File: src/rtl/idr_pkg.sv
package idr_pkg;

    // delivery mode input codes
    localparam logic [2:0] DM_FIXED   = 3'd0;
    localparam logic [2:0] DM_LOWEST  = 3'd1;
    localparam logic [2:0] DM_SMI     = 3'd2;
    localparam logic [2:0] DM_RSVD    = 3'd3;
    localparam logic [2:0] DM_NMI     = 3'd4;
    localparam logic [2:0] DM_INIT    = 3'd5;
    localparam logic [2:0] DM_STARTUP = 3'd6;
    localparam logic [2:0] DM_EXTERN  = 3'd7;

    // shorthand codes
    localparam logic [1:0] SH_FIELD     = 2'd0;
    localparam logic [1:0] SH_SELF      = 2'd1;
    localparam logic [1:0] SH_ALL       = 2'd2;
    localparam logic [1:0] SH_ALL_OTHER = 2'd3;

    // addressing models
    localparam logic [3:0] MODEL_FLAT    = 4'hF;
    localparam logic [3:0] MODEL_CLUSTER = 4'h0;

    typedef enum logic [2:0] {
        ACT_NONE    = 3'd0,
        ACT_INJECT  = 3'd1,
        ACT_LOWEST  = 3'd2,
        ACT_SMI     = 3'd3,
        ACT_NMI     = 3'd4,
        ACT_INIT    = 3'd5,
        ACT_ARBSYNC = 3'd6,
        ACT_STARTUP = 3'd7
    } action_e;

    typedef struct packed {
        action_e    action;
        logic [7:0] vector;
        logic       trigger;
    } cmd_out_t;

    function automatic action_e decode_action(input logic [2:0] dmode,
                                              input logic       level,
                                              input logic       trigger);
        action_e a;
        case (dmode)
            DM_FIXED, DM_EXTERN: a = ACT_INJECT;
            DM_LOWEST:           a = ACT_LOWEST;
            DM_SMI:              a = ACT_SMI;
            DM_NMI:              a = ACT_NMI;
            DM_INIT:             a = (!level && trigger) ? ACT_ARBSYNC : ACT_INIT;
            DM_STARTUP:          a = ACT_STARTUP;
            default:             a = ACT_NONE;
        endcase
        return a;
    endfunction

endpackage

File: src/rtl/idr_unit_match.sv
module idr_unit_match
    import idr_pkg::*;
#(
    parameter int ID_W = 8
) (
    input  logic            present,
    input  logic [ID_W-1:0] own_id,
    input  logic [ID_W-1:0] own_ldest,
    input  logic [3:0]      own_model,
    input  logic [ID_W-1:0] dest,
    output logic            phys_hit,
    output logic            log_hit
);
    localparam int HALF = ID_W / 2;

    logic flat_hit;
    logic cluster_hit;

    always_comb begin
        phys_hit    = present && (own_id == dest);
        flat_hit    = (own_model == MODEL_FLAT) && (|(dest & own_ldest));
        cluster_hit = (own_model == MODEL_CLUSTER)
                   && (dest[ID_W-1:HALF] == own_ldest[ID_W-1:HALF])
                   && (|(dest[HALF-1:0] & own_ldest[HALF-1:0]));
        log_hit     = present && (flat_hit || cluster_hit);
    end

    always_comb begin
        if (!present) begin
            AST_ABSENT_NO_HIT: assert (!phys_hit && !log_hit) else $error("absent unit matched");
        end
    end

endmodule

File: src/rtl/idr_low_pick.sv
module idr_low_pick #(
    parameter int WIDTH = 8,
    parameter int IDXW  = 3
) (
    input  logic [WIDTH-1:0] vec,
    output logic             found,
    output logic [IDXW-1:0]  idx
);
    always_comb begin
        found = 1'b0;
        idx   = '0;
        for (int i = WIDTH - 1; i >= 0; i--) begin
            if (vec[i]) begin
                found = 1'b1;
                idx   = IDXW'(i);
            end
        end
    end

    always_comb begin
        if (found) begin
            AST_PICK_IS_SET: assert (vec[idx]) else $error("picked bit clear");
            AST_PICK_LOWEST: assert ((vec & ((WIDTH'(1) << idx) - WIDTH'(1))) == '0)
                else $error("lower bit skipped");
        end
    end

endmodule

File: src/rtl/intr_dest_router.sv
module intr_dest_router
    import idr_pkg::*;
#(
    parameter int N_UNITS = 8,
    parameter int ID_W    = 8,
    localparam int IDXW   = (N_UNITS > 1) ? $clog2(N_UNITS) : 1
) (
    input  logic                    clk,
    input  logic                    rst,
    input  logic                    req_valid,
    input  logic [ID_W-1:0]         req_dest,
    input  logic                    req_logical,
    input  logic [1:0]              req_shorthand,
    input  logic [2:0]              req_dmode,
    input  logic [7:0]              req_vector,
    input  logic                    req_trigger,
    input  logic                    req_level,
    input  logic [IDXW-1:0]         req_src,
    input  logic [N_UNITS-1:0]      unit_present,
    input  logic [N_UNITS*ID_W-1:0] unit_id,
    input  logic [N_UNITS*ID_W-1:0] unit_ldest,
    input  logic [N_UNITS*4-1:0]    unit_model,
    output logic                    out_valid,
    output logic [N_UNITS-1:0]      out_mask,
    output logic [2:0]              out_action,
    output logic [7:0]              out_vector,
    output logic                    out_trigger,
    output logic                    out_lp_valid,
    output logic [IDXW-1:0]         out_lp_idx
);
    localparam logic [ID_W-1:0] BCAST = '1;

    logic [N_UNITS-1:0] phys_hits;
    logic [N_UNITS-1:0] log_hits;

    for (genvar u = 0; u < N_UNITS; u++) begin : g_unit
        idr_unit_match #(.ID_W(ID_W)) match_i (
            .present   (unit_present[u]),
            .own_id    (unit_id[u*ID_W +: ID_W]),
            .own_ldest (unit_ldest[u*ID_W +: ID_W]),
            .own_model (unit_model[u*4 +: 4]),
            .dest      (req_dest),
            .phys_hit  (phys_hits[u]),
            .log_hit   (log_hits[u])
        );
    end

    // physical: lowest-indexed ID match only
    logic            phys_found;
    logic [IDXW-1:0] phys_idx;
    idr_low_pick #(.WIDTH(N_UNITS), .IDXW(IDXW)) phys_pick_i (
        .vec   (phys_hits),
        .found (phys_found),
        .idx   (phys_idx)
    );

    logic [N_UNITS-1:0] self_bit;
    logic [N_UNITS-1:0] phys_sel;
    logic [N_UNITS-1:0] cand_mask;
    action_e            act;

    always_comb begin
        self_bit = N_UNITS'(1) << req_src;
        if (req_dest == BCAST)
            phys_sel = unit_present;
        else if (phys_found)
            phys_sel = N_UNITS'(1) << phys_idx;
        else
            phys_sel = '0;

        case (req_shorthand)
            SH_FIELD:     cand_mask = req_logical ? log_hits : phys_sel;
            SH_SELF:      cand_mask = unit_present & self_bit;
            SH_ALL:       cand_mask = unit_present;
            default:      cand_mask = unit_present & ~self_bit;
        endcase

        act = decode_action(req_dmode, req_level, req_trigger);
    end

    // lowest-priority: first candidate wins
    logic            lp_found;
    logic [IDXW-1:0] lp_idx;
    idr_low_pick #(.WIDTH(N_UNITS), .IDXW(IDXW)) lp_pick_i (
        .vec   (cand_mask),
        .found (lp_found),
        .idx   (lp_idx)
    );

    logic [N_UNITS-1:0] final_mask;
    cmd_out_t           cmd_nxt;

    always_comb begin
        case (act)
            ACT_NONE:   final_mask = '0;
            ACT_LOWEST: final_mask = lp_found ? (N_UNITS'(1) << lp_idx) : '0;
            default:    final_mask = cand_mask;
        endcase
        cmd_nxt.action  = act;
        cmd_nxt.vector  = req_vector;
        cmd_nxt.trigger = req_trigger;
    end

    always_ff @(posedge clk) begin
        if (rst) begin
            out_valid    <= 1'b0;
            out_mask     <= '0;
            out_action   <= ACT_NONE;
            out_vector   <= '0;
            out_trigger  <= 1'b0;
            out_lp_valid <= 1'b0;
            out_lp_idx   <= '0;
        end else if (req_valid) begin
            out_valid    <= 1'b1;
            out_mask     <= final_mask;
            out_action   <= cmd_nxt.action;
            out_vector   <= cmd_nxt.vector;
            out_trigger  <= cmd_nxt.trigger;
            out_lp_valid <= (act == ACT_LOWEST) && lp_found;
            out_lp_idx   <= (act == ACT_LOWEST) ? lp_idx : '0;
        end else begin
            out_valid    <= 1'b0;
            out_mask     <= '0;
            out_action   <= ACT_NONE;
            out_vector   <= '0;
            out_trigger  <= 1'b0;
            out_lp_valid <= 1'b0;
            out_lp_idx   <= '0;
        end
    end

    AST_MASK_PRESENT: assert property (@(posedge clk) disable iff (rst)
        out_valid |-> ((out_mask & ~$past(unit_present)) == '0));
    AST_LOWEST_ONEHOT: assert property (@(posedge clk) disable iff (rst)
        (out_valid && out_action == ACT_LOWEST) |-> $onehot0(out_mask));
    AST_LP_IN_MASK: assert property (@(posedge clk) disable iff (rst)
        out_lp_valid |-> out_mask[out_lp_idx]);
    AST_CMD_FOLLOWS: assert property (@(posedge clk) disable iff (rst)
        req_valid |=> out_valid);
    AST_IDLE_QUIET: assert property (@(posedge clk) disable iff (rst)
        !out_valid |-> (out_mask == '0 && !out_lp_valid));
    AST_SELF_EXCLUDED: assert property (@(posedge clk) disable iff (rst)
        (req_valid && req_shorthand == SH_ALL_OTHER) |=> !out_mask[$past(req_src)]);
    AST_RSVD_EMPTY: assert property (@(posedge clk) disable iff (rst)
        (req_valid && req_dmode == DM_RSVD) |=> (out_mask == '0 && out_action == ACT_NONE));

endmodule

File: config.mk
export PLATFORM = sky130hd
export DESIGN_NAME = intr_dest_router
export DESIGN_NICKNAME = d
export VERILOG_FILES = /design/src/rtl/idr_pkg.sv /design/src/rtl/idr_unit_match.sv /design/src/rtl/idr_low_pick.sv /design/src/rtl/intr_dest_router.sv
export SDC_FILE = /design/constraint.sdc
export NUM_CORES = 1
export LEC_CHECK = 0
export ABC_AREA = 1
export CORE_AREA = 2 2 86 88
export DETAILED_ROUTE_END_ITERATION = 10
export DIE_AREA = 0 0 88 90
export DONT_BUFFER_PORTS = 1
export PLACE_DENSITY = 0.71
export SYNTH_ARGS = -nofsm -noshare
export SYNTH_HDL_FRONTEND = slang
export SYNTH_HIERARCHICAL = 1
export SYNTH_SLANG_ARGS = --single-unit
export TNS_END_PERCENT = 20
File: constraint.sdc
create_clock -name clk -period 5.9 [get_ports clk]
set_clock_uncertainty 0.05 [all_clocks]
set_input_delay 0.295 -clock clk [delete_from_list [all_inputs] [get_ports clk]]
set_output_delay 0.295 -clock clk [all_outputs]
set_load 0.02 [all_outputs]
==> results by group, run 1 <==
Synthesis
  • Register area share after synthesis: about 13%
  • Fraction of registers with async set/reset: 0%
  • Syn Area/Cell: 5.33 um^2
  • Post-synthesis share of cell area spent on and, or, nand and nor gates: 52.5%
  • Area leader, netlist: nand2_1
  • Multiplexer area fraction after synthesis: 0%
  • Area share of xor/xnor cells in the synthesized design: under 10%
  • Most instantiated flip-flop cell in the synthesis netlist: dfxtp_1
  • Largest family of logic cells by synthesized area: simple AND/OR/NAND/NOR gates
  • Count of flip-flops with a built-in enable after synthesis: 0
  • Leading post-synthesis cells by cell area: nand2_1 (22%), nor2_1 (16%), dfxtp_1 (13%)
  • Post-Synth Adder-Cell Area: 10.3%
  • Flop and latch count out of synthesis: 25
  • Number of cells produced by synthesis: 733
  • Compound-Gate Fraction of Synth Area: 8.81%
  • Unique cell type count in the Yosys netlist: 34
  • Area share of the leading cell type in the synthesized netlist: 22.0%
  • Post-Syn Area: 3900 um^2
  • Net Count, Synth: just under 1,000
  • Number of warnings printed during yosys synthesis: 6

CTS
  • Clock tree root driver cell: clkbuf_8
  • H-Tree Depth: 1
  • CTS buffer count: 3
  • Cts hold-fix bufs: 0
  • Post-CTS resize count: 0
  • Sink count of the clock tree: 25
  • CTS tree: yes
  • Number of buffers between clock root and the deepest sink: 2
  • Post-CTS setup buffer count: 0
  • Clk slew on worst S/H paths: 80 ps

STA
  • Transition time at the pin with the least slew margin: 374 ps
  • Final critical path time including I/O delays and setup: 2620 ps
  • Final hold vios: 0
  • Worst-case headroom to the max-slew limit: 75.0%
  • Pins over their slew limit: 0
  • Max frequency: 382 MHz
  • Part of the cycle the worst path needs: 44.4%
  • Setup TNS Final: 0 ps
  • Setup repair after global routing missed its margin: false
  • Count of final setup violators: 0

Critical path
  • Req. time, crit path: 6070 ps
  • Setup crit end kind: flip-flop
  • Gate family responsible for the most delay along the worst path: simple AND/OR/NAND/NOR gates
  • Largest stage delay on the critical path: slightly above 300 ps
  • Critical path data arrival time: 2790 ps
  • Slowest cell on the critical path: a31oi_1
  • Chain of cells forming the critical path: inv_1 -> nand2_1 -> o21ai_0 -> nor2_1 -> nand3_1 -> nor2_1 -> or2_1 -> nand3_1 -> a31oi_1 -> nand2_1 -> nor2_1 -> nand2_1 -> nand3_1 -> nand2_1 -> o21ai_2 -> or2_1 -> nand3_1 -> a31oi_1 -> inv_1 -> nor2_1 -> nand3_1 -> nand2_1
  • Crit-path max FO: 19
  • Category of the most critical setup path: in -> reg
  • Nature of the critical path startpoint: primary input
  • Count of buffer and inverter cells on the critical path: 2

Layout
  • Final Instance Area: 4050 um^2
  • Most common cell after layout, fill and taps aside: nand2_1
  • Area of combinational cells with multiple inputs: roughly 3000 um^2
  • Area occupied by registers: 500 um^2
  • Number of diodes added for antenna fixing: 0
  • Nets: a little under 1,000
  • Commonest cells after routing, fill and taps aside: nand2_1 (229), nor2_1 (165), inv_1 (101)
  • Syn-to-layout area delta: 3.81%
  • Number of fillers in the final layout: 722
  • Fraction of layout instances using a drive strength above 1: under 10%

Floorplanning
  • Top-level I/O count: approximately 220
  • Vertical die dimension: 90 um
  • Number of rows created at floorplan: 31
  • Placeable core area: 7020 um^2
  • Horizontal die dimension: about 88 um
  • Starting Density: 55.6%
  • Die Outline Area: a little under 8000 um^2

Route
  • Overall via count from detail_route: 4,279
  • Iteration-0 DRC Markers: 118
  • Detailed Route WL: 11,200 um
  • Count of TritonRoute iterations in the first routing pass: 5
  • Final routed DRC violation total: 0
  • Post-DRT Antenna Nets: 0
  • Number of vias per cell: about 5.1
  • Routed len/inst: approximately 13 um

Power
  • Design Power: 0.456 mW
  • Pwr dens: 113 nW/um^2
  • LEAKAGE: ~2.2 nW
  • Max IR drop VDD: approximately 91 uV

GRT
  • Via count of the first global-routing pass: 4,168
  • Initial antenna violation count: 0
  • Wire length of the first global-routing pass: 18,000 um
  • Pin count of the biggest net entering global routing: 26
  • Overall track demand over capacity in global routing: 27.7%
  • Global-route congestion overflow total: 0

Placement
  • Placed Instance Area: 4010 um^2
  • Post-DP HPWL: between 9000 and 10,000 um
  • Routability cong.: 0.957
  • IO buf count: 0

Hold path
  • Worst min-delay path class: in -> reg

Outcome
  • Outcome: finished clean

Job
  • Max-cap violations: 0
per-stage QoR:
| step | utilization [%] | setup WS [ps] | std cells | hold slack, ps |
|---|---|---|---|---|
| floorplan | - | 3350 | 733 | 337 |
| detailed placement | 57.1 | 3040 | 829 | 348 |
| global route | 57.7 | 2870 | 833 | 53.5 |
| CTS | 57.7 | 3320 | 833 | 63.6 |
| finish | 57.7 | 3280 | 833 | 72.2 |
| global placement | 57.1 | 3120 | 829 | 346 |
final cells by class:
type | instances | share of cell area (%)
inverter | 115 | 10.6
tap | 99 | 3.06
clock buffer | 4 | 1.11
multi-input combinational | 590 | 72.8
sequential | 25 | 12.3
worst paths after layout:
| path | from | to | depth (start not counted) | slack (ps) |
|---|---|---|---|---|
| worst min-delay path | rst | out_valid | 1 | 70 |
| worst max-delay path | req_dest[5] | out_mask[6] | 22 | 3280 |
flip-flops by register name, summed over array words and instances (netlist names):
register      flops
out_action        3
out_lp_idx        3
out_lp_valid      1
out_mask          8
out_trigger       1
out_valid         1
out_vector        8
cell usage after synthesis, types with 12 or more instances:
library cell and n:
inv_1 101, nand3_1 42, nand2_2 12, ha_1 32, nand2_1 229, a21oi_1 21, o21ai_0 12, dfxtp_1 25
nor2_1 165, inv_2 13, xnor2_1 16, o21ai_1 14
cell families (layout without fill, tap and decap cells):
logic type                 after synthesis  in the layout
AOI/OAI and AO/OA                       59             59
xor gates and xnor gates                18             18
adders and majority gates               32             32
and+or+nand+nor                        481            481
DFF                                     25             25
buffers and inverters                  118            119
power breakdown:
group	internal, mW	switching (mW)	leakage, nW
sequential	0.175	0.00985	0.204
clock	0.0483	0.0495	0.0228
combinational	0.0740	0.100	1.93
total	0.297	0.159	2.15
per-layer routing:
layer / up-vias / track usage [%] / wire length, um
li1: 2244 / - / -
met1: 1820 / 31.1 / 4400
met2: 189 / 50.3 / 5560
met3: 26 / 7.25 / 992
met4: 0 / 7.82 / 210
met5: - / 0 / 0
(Power assumes the default switching activity.)
==> inputs of run 2 (changes only) <==
==> constraint.sdc (replaced) <==
create_clock -name clk -period 2.45 [get_ports clk]
set_clock_uncertainty 0.05 [all_clocks]
set_input_delay 0.1225 -clock clk [delete_from_list [all_inputs] [get_ports clk]]
set_output_delay 0.1225 -clock clk [all_outputs]
set_load 0.02 [all_outputs]
==> results by group, run 2 (synthesized netlist as in run 1, its figures left out) <==
Layout
  • Finished Layout Cells: roughly 870
  • Fraction of layout instances using a drive strength above 1: between 10% and 20%
  • Most common cell after layout, fill and taps aside: nand2_1
  • Number of diodes added for antenna fixing: 0
  • Registers with the most flip-flops: out_mask x8, out_vector x8
  • Commonest cells after routing, fill and taps aside: nand2_1 (229), nor2_1 (161), inv_1 (98)
  • Nets: between 900 and 1,000
  • Syn-to-layout area delta: 12.7%

Route
  • Routed metal-1 wire length: 4590 um
  • Detailed Route WL: 11,700 um
  • Count of TritonRoute iterations in the first routing pass: 7
  • Top layer used by detailed routing: met4
  • Total met3 wirelength after detailed routing: 952 um
  • Post-DRT Antenna Nets: 0
  • Iteration-0 DRC Markers: between 150 and 200
  • Number of vias per cell: 5.20
  • Final routed DRC violation total: 0
  • Routed len/inst: 13.5 um
  • Overall via count from detail_route: 4,510
  • Detailed-routed wire length on met2: 5950 um

CTS
  • Number of buffers between clock root and the deepest sink: 2
  • Clock tree root driver cell: clkbuf_8
  • H-Tree Depth: 1
  • Clk slew on worst S/H paths: 80 ps
  • CTS buffer count: 3
  • Sink count of the clock tree: 25
  • CTS tree: yes

Critical path
  • Req. time, crit path: 2600 ps
  • Slowest cell on the critical path: nor4_4
  • Largest stage delay on the critical path: between 300 and 400 ps
  • Gate family responsible for the most delay along the worst path: simple AND/OR/NAND/NOR gates
  • Category of the most critical setup path: in -> reg
  • Critical path's most frequent cell: nand2_1
  • Setup crit end kind: flip-flop
  • Nature of the critical path startpoint: primary input
  • Crit-path max FO: 19
  • Critical path data arrival time: 2460 ps
  • Count of buffer and inverter cells on the critical path: 4
  • Chain of cells forming the critical path: inv_1 -> nand2_1 -> o21ai_1 -> nor2_1 -> nand3_1 -> nor2_2 -> or2_4 -> nand3_1 -> a31oi_2 -> nand2_1 -> nor2_1 -> nand2_1 -> nand3_1 -> nand2_1 -> o21ai_2 -> inv_2 -> nand4_1 -> inv_1 -> nand2_1 -> inv_2 -> nor4_4 -> nand2_1 -> o21ai_1

STA
  • Pins over their slew limit: 0
  • Transition time at the pin with the least slew margin: 327 ps
  • Final critical path time including I/O delays and setup: 2300 ps
  • Final hold vios: 0
  • Part of the cycle the worst path needs: around 94%
  • Count of final setup violators: 0
  • Max frequency: roughly 430 MHz
  • Worst-case headroom to the max-slew limit: 78.2%
  • WHS: 5.24 ps
  • Setup repair after global routing missed its margin: true

Floorplanning
  • Horizontal die dimension: 88 um
  • Top-level I/O count: 223
  • Number of rows created at floorplan: 31
  • Placeable core area: 7020 um^2
  • Vertical die dimension: 90 um
  • Die Outline Area: 7920 um^2
  • Starting Density: a little under three fifths

GRT
  • Global-route congestion overflow total: 0
  • Overall track demand over capacity in global routing: ~29%
  • Pin count of the biggest net entering global routing: 26
  • Via count of the first global-routing pass: 4,382
  • Wire length of the first global-routing pass: 18,600 um
  • Initial antenna violation count: 0

Power
  • Portion of total power attributed to combinational logic: 41.5%
  • Relative contribution of sequential cells to total power: 38.0%
  • Clock power share: 20.4%
  • Pwr dens: 266 nW/um^2
  • Reported net switching power: about 0.4 mW
  • Internal power summed over all cells: 0.758 mW
  • Switching part of the total power: a little over a third
  • LEAKAGE: between 2 and 2.5 nW
  • Max IR drop VDD: approximately 250 uV

Placement
  • IO buf count: 0
  • Routability cong.: approximately 0.9
  • Post-DP HPWL: slightly above 9000 um
  • Placed Cells incl. Taps: 849

Job
  • Max-cap violations: 0

Hold path
  • Worst min-delay path class: in -> reg

Outcome
  • Outcome: finished clean
==> run 2: changes by cell type in the layout (fill, tap and decap cells not counted), moves of 3 or more <==
| cell | delta |
|---|---|
| buf_4 | +19 |
| dlygate4sd3_1 | +14 |
| inv_2 | +4 |
| nor2_1 | -4 |
| nor2_2 | +4 |
| inv_1 | -3 |
==> run 2: what timing repair did <==
action	in CTS	in global routing
endpoints found under the hold margin	20	0
endpoints found under the setup margin	0	10
buffers inserted	0	0
resized for setup	0	19
hold buffers	14	0
==> run 2: worst min-delay path, cell delays in order <==
cell and delay [ps]:
nand2_1 40, inv_1 80, a2111oi_2 40
==> run 2: final cells by class <==
type                    count  area [um^2]
multi-input cells         590         3010
fillers                   691         2620
flip-flops and latches     25          500
inverters                 115          432
repair buffers             34          294
well taps                  99          124
clock buffers               3         41.3
clock inverters             1         5.00
==> run 2: worst paths after layout <==
| path | cells past startpoint | endpoint | startpoint | slack (ps) |
|---|---|---|---|---|
| min | 3 | out_action[1] | req_dmode[0] | 5 |
| max | 23 | out_mask[7] | req_dest[5] | 150 |
==> run 2: stage by stage <==
| stage | power, mW | utilization, % | worst slack (ps) | instance area [um^2] | TNS [ps] |
|---|---|---|---|---|---|
| 4_1_cts | 1.16 | 61.9 | 71.4 | 4350 | 0 |
| 3_3_place_gp | 0.892 | 59.2 | -149 | 4160 | -881 |
| 3_5_place_dp | 0.906 | 59.2 | -200 | 4160 | -1390 |
| 6_report | 1.17 | 62.7 | 150 | 4400 | 0 |
| 5_1_grt | 1.27 | 62.7 | -160 | 4400 | -718 |
| 2_1_floorplan | 0.814 | - | 68.1 | 3910 | 0 |
==> run 2: power groups by stage <==
stage          clock [mW]  combinational [mW]  sequential (mW)
2_1_floorplan           0               0.361            0.453
3_3_place_gp            0               0.438            0.454
3_5_place_dp            0               0.451            0.455
4_1_cts             0.241               0.472            0.445
5_1_grt             0.261               0.564            0.446
6_report            0.239               0.486            0.445
==> run 2: metal layers <==
layer,vias up,GRT usage (%)
met2,203,53.3
li1,2314,-
met5,-,0
met1,1977,31.6
met4,0,7.82
met3,16,5.88
